### src/rtl/gpio_regif_pkg.sv
package gpio_regif_pkg;
    localparam int HALF_W = 16;
    localparam int WORD_W = 2 * HALF_W;
    localparam int ADDR_W = 8;

    localparam logic [ADDR_W-1:0] OFS_DOUT = 8'h00;
    localparam logic [ADDR_W-1:0] OFS_DIR  = 8'h08;
    localparam logic [ADDR_W-1:0] OFS_EXT  = 8'h70;
    localparam logic [ADDR_W-1:0] OFS_VER  = 8'h78;
    localparam logic [ADDR_W-1:0] HI_STEP  = 8'h04;

    typedef enum logic [2:0] {
        SEL_NONE,
        SEL_DOUT_LO,
        SEL_DOUT_HI,
        SEL_DIR_LO,
        SEL_DIR_HI,
        SEL_EXT,
        SEL_VER
    } reg_sel_e;

    typedef struct packed {
        logic              wr;
        reg_sel_e          sel;
        logic [HALF_W-1:0] data;
        logic [HALF_W-1:0] en;
    } half_wr_t;

    function automatic reg_sel_e decode_addr(input logic [ADDR_W-1:0] a);
        reg_sel_e s;
        if (a == OFS_DOUT)                s = SEL_DOUT_LO;
        else if (a == OFS_DOUT + HI_STEP) s = SEL_DOUT_HI;
        else if (a == OFS_DIR)            s = SEL_DIR_LO;
        else if (a == OFS_DIR + HI_STEP)  s = SEL_DIR_HI;
        else if (a == OFS_EXT)            s = SEL_EXT;
        else if (a == OFS_VER)            s = SEL_VER;
        else                              s = SEL_NONE;
        return s;
    endfunction

    function automatic logic [HALF_W-1:0] merge_bits(
        input logic [HALF_W-1:0] cur,
        input logic [HALF_W-1:0] dat,
        input logic [HALF_W-1:0] en
    );
        return (cur & ~en) | (dat & en);
    endfunction
endpackage

### src/rtl/gpio_masked_reg.sv
module gpio_masked_reg
    import gpio_regif_pkg::*;
#(
    parameter reg_sel_e LO_SEL = SEL_DOUT_LO,
    parameter reg_sel_e HI_SEL = SEL_DOUT_HI
) (
    input  logic              clk,
    input  logic              rst,
    input  half_wr_t          wreq,
    output logic [WORD_W-1:0] q
);
    for (genvar h = 0; h < 2; h++) begin : g_half
        localparam reg_sel_e MY_SEL = (h == 0) ? LO_SEL : HI_SEL;
        logic [HALF_W-1:0] bits;
        always_ff @(posedge clk) begin
            if (rst)
                bits <= '0;
            else if (wreq.wr && wreq.sel == MY_SEL)
                bits <= merge_bits(bits, wreq.data, wreq.en);
        end
        assign q[h*HALF_W +: HALF_W] = bits;
    end
endmodule

### src/rtl/gpio_pin_sync.sv
module gpio_pin_sync #(
    parameter int W      = 32,
    parameter int STAGES = 2
) (
    input  logic         clk,
    input  logic         rst,
    input  logic [W-1:0] d,
    output logic [W-1:0] q
);
    logic [W-1:0] stg [STAGES];
    for (genvar s = 0; s < STAGES; s++) begin : g_stage
        always_ff @(posedge clk) begin
            if (rst)
                stg[s] <= '0;
            else if (s == 0)
                stg[s] <= d;
            else
                stg[s] <= stg[(s == 0) ? 0 : s-1];
        end
    end
    assign q = stg[STAGES-1];
endmodule

### src/rtl/gpio_regif.sv
module gpio_regif
    import gpio_regif_pkg::*;
#(
    parameter logic [WORD_W-1:0] VERSION_WORD = 32'h0100_0C2B,
    parameter int                SYNC_STAGES  = 2
) (
    input  logic              clk,
    input  logic              rst,
    input  logic              req_valid,
    output logic              req_ready,
    input  logic              req_write,
    input  logic [ADDR_W-1:0] req_addr,
    input  logic [WORD_W-1:0] req_wdata,
    output logic              rsp_valid,
    output logic [WORD_W-1:0] rsp_rdata,
    input  logic [WORD_W-1:0] pin_in,
    output logic [WORD_W-1:0] pin_out,
    output logic [WORD_W-1:0] pin_oe
);
    logic              fire;
    reg_sel_e          sel;
    half_wr_t          wreq;
    logic [WORD_W-1:0] ext_lvl;
    logic [WORD_W-1:0] rd_mux;

    assign req_ready = 1'b1;
    assign fire      = req_valid && req_ready;
    assign sel       = decode_addr(req_addr);

    always_comb begin
        wreq.wr   = fire && req_write;
        wreq.sel  = sel;
        wreq.data = req_wdata[HALF_W-1:0];
        wreq.en   = req_wdata[WORD_W-1:HALF_W];
    end

    gpio_masked_reg #(.LO_SEL(SEL_DOUT_LO), .HI_SEL(SEL_DOUT_HI)) u_dout (
        .clk(clk), .rst(rst), .wreq(wreq), .q(pin_out)
    );

    gpio_masked_reg #(.LO_SEL(SEL_DIR_LO), .HI_SEL(SEL_DIR_HI)) u_dir (
        .clk(clk), .rst(rst), .wreq(wreq), .q(pin_oe)
    );

    gpio_pin_sync #(.W(WORD_W), .STAGES(SYNC_STAGES)) u_sync (
        .clk(clk), .rst(rst), .d(pin_in), .q(ext_lvl)
    );

    always_comb begin
        rd_mux = '0;
        case (sel)
            SEL_DOUT_LO: rd_mux[HALF_W-1:0] = pin_out[HALF_W-1:0];
            SEL_DOUT_HI: rd_mux[HALF_W-1:0] = pin_out[WORD_W-1:HALF_W];
            SEL_DIR_LO:  rd_mux[HALF_W-1:0] = pin_oe[HALF_W-1:0];
            SEL_DIR_HI:  rd_mux[HALF_W-1:0] = pin_oe[WORD_W-1:HALF_W];
            SEL_EXT:     rd_mux = ext_lvl;
            SEL_VER:     rd_mux = VERSION_WORD;
            default:     rd_mux = '0;
        endcase
    end

    always_ff @(posedge clk) begin
        if (rst) begin
            rsp_valid <= 1'b0;
            rsp_rdata <= '0;
        end else begin
            rsp_valid <= fire && !req_write;
            rsp_rdata <= (fire && !req_write) ? rd_mux : '0;
        end
    end

    // low-half write leaves non-enabled bits alone
    assert_masked_lo_R1: assert property (@(posedge clk) disable iff (rst)
        (fire && req_write && req_addr == OFS_DOUT) |=>
        (((pin_out[HALF_W-1:0] ^ $past(pin_out[HALF_W-1:0]))
          & ~$past(req_wdata[WORD_W-1:HALF_W])) == '0));

    // low-half write never touches upper bits
    assert_lo_keeps_hi_R2: assert property (@(posedge clk) disable iff (rst)
        (fire && req_write && req_addr == OFS_DOUT) |=>
        $stable(pin_out[WORD_W-1:HALF_W]));

    // no write, no register change
    assert_idle_stable_R7: assert property (@(posedge clk) disable iff (rst)
        !(fire && req_write) |=> ($stable(pin_out) && $stable(pin_oe)));

    // identification word read
    assert_version_R5: assert property (@(posedge clk) disable iff (rst)
        (fire && !req_write && req_addr == OFS_VER) |=> (rsp_rdata == VERSION_WORD));

    // one response per accepted read
    assert_rsp_follows_R10: assert property (@(posedge clk) disable iff (rst)
        (fire && !req_write) |=> rsp_valid);
    assert_no_rsp_R10: assert property (@(posedge clk) disable iff (rst)
        !(fire && !req_write) |=> !rsp_valid);

    // reset clears outputs
    assert_reset_clear_R9: assert property (@(posedge clk)
        $past(rst) |-> (pin_out == '0 && pin_oe == '0 && !rsp_valid));
endmodule

### config.mk
export PLATFORM = sky130hd
export DESIGN_NAME = gpio_regif
export DESIGN_NICKNAME = d
export VERILOG_FILES = /design/src/rtl/gpio_regif_pkg.sv /design/src/rtl/gpio_masked_reg.sv /design/src/rtl/gpio_pin_sync.sv /design/src/rtl/gpio_regif.sv
export SDC_FILE = /design/constraint.sdc
export NUM_CORES = 1
export LEC_CHECK = 0
export ABC_AREA = 1
export BUFFER_PORTS_ARGS = -buffer_cell sky130_fd_sc_hd__buf_2
export CAP_MARGIN = 20
export CORE_AREA = 2 2 98 138
export CTS_BUF_LIST = sky130_fd_sc_hd__clkbuf_16
export CTS_CLUSTER_SIZE = 25
export DETAILED_ROUTE_END_ITERATION = 12
export DIE_AREA = 0 0 100 140
export PLACE_DENSITY = 0.84
export SLEW_MARGIN = 40
export SYNTH_ARGS = -nofsm -noshare
export SYNTH_HDL_FRONTEND = slang
export SYNTH_HIERARCHICAL = 1
export SYNTH_SLANG_ARGS = --single-unit
### constraint.sdc
create_clock -name clk -period 6.4 [get_ports clk]
set_clock_uncertainty 0.15 [all_clocks]
set_input_delay 1.28 -clock clk [delete_from_list [all_inputs] [get_ports clk]]
set_output_delay 1.28 -clock clk [all_outputs]
set_load 0.02 [all_outputs]
## Word-level counts from Yosys, hierarchy flattened

Memory sizes are Yosys's and may differ from the RTL's.
Index checks and enable logic that the tools add are counted.

| storage, ports and cells | value |
|---|---|
| register bits after elaboration | 97 |
| bits in writable memories | 64 |
| input bits | 76 |
| output and inout port bits | 98 |
| logic and storage cells | 53 |
| memories kept | 1 |

| operators by class | value |
|---|---|
| equality and inequality tests | 11 |
| multiplexer cells | 13 |
| bitwise logic cells | 13 |
| reductions and logical operators | 9 |

Memory list:

| memory | depth | width | rd ports | clocked after memory_dff | wr ports | RTL line | text |
|---|---|---|---|---|---|---|---|
| u_sync.stg | 2 | 32 | 2 | 0 | 2 | gpio_pin_sync.sv:10 | `logic [W-1:0] stg [STAGES];` |

Operators with widths:

| cell | count |
|---|---|
| $pmux W16 S6 | 1 |
| $and A16 B16 Y16 | 5 |
| $mux W32 | 2 |
| $or A16 B16 Y16 | 4 |
| $pmux W16 S2 | 1 |
| $mux W3 | 6 |
| $eq A8 B4 Y1 const B | 2 |
| $eq A8 B7 Y1 const B | 2 |
| $not A16 Y16 | 1 |
| $eq A3 B3 Y1 const B | 3 |
| $eq A8 B3 Y1 const B | 1 |
| $logic_not A8 Y1 | 1 |
| $eq A3 B2 Y1 const B | 2 |
| $logic_and A1 B1 Y1 | 6 |
| $eq A3 B1 Y1 const B | 1 |
| $mux W1 | 3 |
| $or A1 B1 Y1 | 2 |
| $reduce_or A2 Y1 | 1 |
| $logic_not A1 Y1 | 1 |
| $not A1 Y1 | 1 |

## Logic depth before layout (Yosys ltp)

| logic depth | value |
|---|---|
| word-level depth | 9 |
| gate-level depth with buffers | 14 |
| depth with buffers taken out | 12 |

## Hierarchy

The synthesis kept the hierarchy.

By module, submodules not included:

| module | instances | cells each | area each (um2) | sequential area each (um2) |
|---|---|---|---|---|
| gpio_masked_reg (u_dout) | 1 | 295 | 1848.0 | 640.6 |
| gpio_pin_sync | 1 | 199 | 1840.5 | 1281.2 |
| gpio_regif | 1 | 284 | 1823.0 | 660.6 |
| gpio_masked_reg (u_dir) | 1 | 275 | 1794.2 | 640.6 |

## Worst setup path before layout

Ideal clock, no wire load.

| timing | value |
|---|---|
| path kind | input-to-reg |
| start point | in req_addr[0] |
| end point | reg with a tool-made name |
| library setup time | 0.110 ns |
| arrival | 2.804 ns |
| required time | 6.140 ns |
| slack | 3.336 ns |
| cell stages on the path | 12 |
| buffers on the path | 2 |
| cell sequence | inv_1 > nand2_4 > nor2_4 > buf_4 > nand2_1 > o211ai_1 > nand2_2 > nor2_4 > buf_6 > nand3_1 > nand2_1 > nor2_1 |

RTL lines:

| what | RTL line | text |
|---|---|---|
| start, declared | gpio_regif.sv:12 | `input logic [ADDR_W-1:0] req_addr,` |

==> metrics.md <==
| Metric | Value |
|---|---|
| Run status | `finished, final reports clean` |
| Mapped Nets | `around 1100` |
| I/O Buffers | `172` |
| Die height | `approximately 140 um` |
| Overall Global Routing Usage | `0.267` |
| Max Clk Rate | `287 MHz` |
| Cell depth of the worst flop-to-flop path | `4` |
| Hold Slack | `0.252 ns` |
| Initial antenna violation count | `0` |
| Clk_lat worst skew | `around 0.42 ns` |
| Global-route wire length before repair | `29.3 mm` |
| # clock sinks | `roughly 160` |
| DP HPWL | `roughly 13 mm` |
| Fin crit share | `0.544` |
| Setup Viol. Count Final | `0` |
| Crit start category | `primary input` |
| Ant. Diodes | `0` |
| Sequential area share after synthesis | `0.441` |
| PwrDens | `247 nW/um2` |
| Setup TNS | `0 ns` |
| Pleak | `4.48 nW` |
| Vias in the first global route | `6131` |
| WHS Endpoint | `u_sync/stg[1][19]` |
| Largest net degree at the start of global routing | `between 60 and 70` |
| Least-Margin Pin Slew | `0.702 ns` |
| Setup CP Type | `in -> reg` |
| Syn Inst Count | `1053` |
| Max H-tree Level | `4` |
| Root Driver | `clkbuf_16` |
| # Post-CTS Setup Buffers | `0` |
| Flops & latches, synth | `around 160` |
| I/O pin total | `174` |
| Die span in x | `100 um` |
| Worst R2R End | `rsp_rdata[0]` |
| Reg-to-reg slack, setup | `5.34 ns` |
| Relative slew slack | `0.530` |
| Wire per inst | `13.7 um` |
| RSZ-0062 raised after global routing | `no` |
| # DRC | `0` |
| Slew Viols, Final | `0` |
| GR Overflow Total | `0` |
| Clock tree from TritonCTS | `built` |
| Inserted Clock Buffers | `17` |
| Post-layout minimum cycle time | `3.48 ns` |
| Hold Startpoint | `u_sync/stg[0][19]` |
| Die area | `14000 um2` |
| # fillers | `1107` |
| Worst hold path type | `reg -> reg` |
| RePlAce Congestion | `roughly 0.86` |
| Routed Antenna Nets | `0` |
| Endpoints failing hold | `0` |
| Yosys warnings | `6` |
| Average size of a mapped cell | `just under 7 um2` |
| VDD IR max | `0.000175 V` |
| Worst path required time | `6.57 ns` |
| DRT iter0 DRCs | `around 520` |
| Via count | `6801` |
| Vias per cell | `roughly 4.9` |
| Hold path depth | `2` |
| Post-CTS resize count | `0` |
| Seq. cell area | `3220 um2` |
| Crit Path Max Fanout | `18` |
| Worst EP arrival | `3.65 ns` |
| Share of cells above drive strength 1 | `0.219` |
| Core area | `12800 um2` |
| Final Net Count | `1284` |
| Post-Syn Area | `between 7000 and 8000 um2` |
| P&R area growth vs syn | `18.5%` |
| Multi-input logic area | `2850 um2` |
| Hold-fix buffers, CTS | `0` |
| Distinct cells, synth | `21` |
| Placement row count | `49` |
| DRT Wirelength | `about 19 mm` |
| Crit end category | `flop` |
| Drt pass-1 iters | `7` |
| Clock Path Buffers | `2` |
| Clk slew on worst S/H paths | `0.07 ns` |
| Maxcap violations | `0` |
| Starting Density | `0.573` |
==> per-layer routing <==
metal	global-route usage	up-vias	share of wire
met5	0	-	0
met4	0.132	0	0.032
met3	0.0594	50	0.084
met2	0.453	335	0.50
met1	0.315	3007	0.38
li1	-	3409	-
==> worst max path at each step <==
stage	end	depth (start not counted)	from	slack (ns)
after detailed placement	flop	11	req_addr[0]	2.52
after CTS	flop	11	req_addr[0]	2.95
after global placement	flop	11	req_addr[5]	2.52
after global routing	flop	11	req_addr[0]	2.69
after floorplan	flop	12	req_addr[0]	3.34
final	flop	11	req_addr[0]	2.92
==> cell usage after synthesis (all sizes together) <==
cell / instances / area, um2
nand2: 222 / 858
nand3: 180 / 1050
dfxtp: 161 / 3220
conb: 1 / 3.75
clkinv: 3 / 15.0
nor2: 203 / 867
nor3: 1 / 16.3
o211ai: 2 / 15.0
inv: 234 / 878
buf: 39 / 343
a21oi: 7 / 35.0
==> layout make-up <==
cell class	count	area share
clock buffer	17	0.0491
clock inverter	15	0.0181
inverter	237	0.103
multi-input combinational	616	0.329
sequential	161	0.372
tap	153	0.0221
timing repair buffer	175	0.107
==> worst max-delay path: stages <==
cell and delay (ns):
buf_2 0.10, inv_1 0.09, nand2_4 0.11, nor2_4 0.36, nand2_2 0.32, o211ai_1 0.44
nand2_2 0.17, nor2_4 0.44, nand3_1 0.16, nand2_1 0.11, nor2_1 0.05
==> power by group <==
part           total [W]  switching, W  internal (W)
combinational   0.000122     0.0000838     0.0000383
clock           0.000987      0.000465      0.000522
sequential       0.00103    0.00000521       0.00102
total            0.00214      0.000554       0.00158
==> per-stage QoR <==
stage / power [W] / utilization / setup slack (ns) / cells / area, um2
after floorplan: 0.00112 / - / 3.34 / 1053 / 7310
after global placement: 0.00116 / 0.629 / 2.52 / 1340 / 8020
after detailed placement: 0.00117 / 0.633 / 2.52 / 1342 / 8080
after CTS: 0.00214 / 0.679 / 2.95 / 1374 / 8660
after global routing: 0.00220 / 0.679 / 2.69 / 1374 / 8660
final: 0.00214 / 0.679 / 2.92 / 1374 / 8660
==> logic make-up after synthesis <==
family	synth area share
AND/OR/NAND/NOR	0.382
buffers and inverters	0.169
flip-flops	0.441
AO/OA/AOI/OAI	0.00685
other	0.000513
==> cells in the final DEF, fill, tap and decap left out, drive strengths merged <==
cell and count:
nand2 222, clkinvlp 2, conb 1, clkbuf 17, dfxtp 161, o211ai 2, inv 244, nand3 180
buf 175, nor3 1, a21oi 7, nor2 203, clkinv 6
Power figures use the tool's default switching activity.
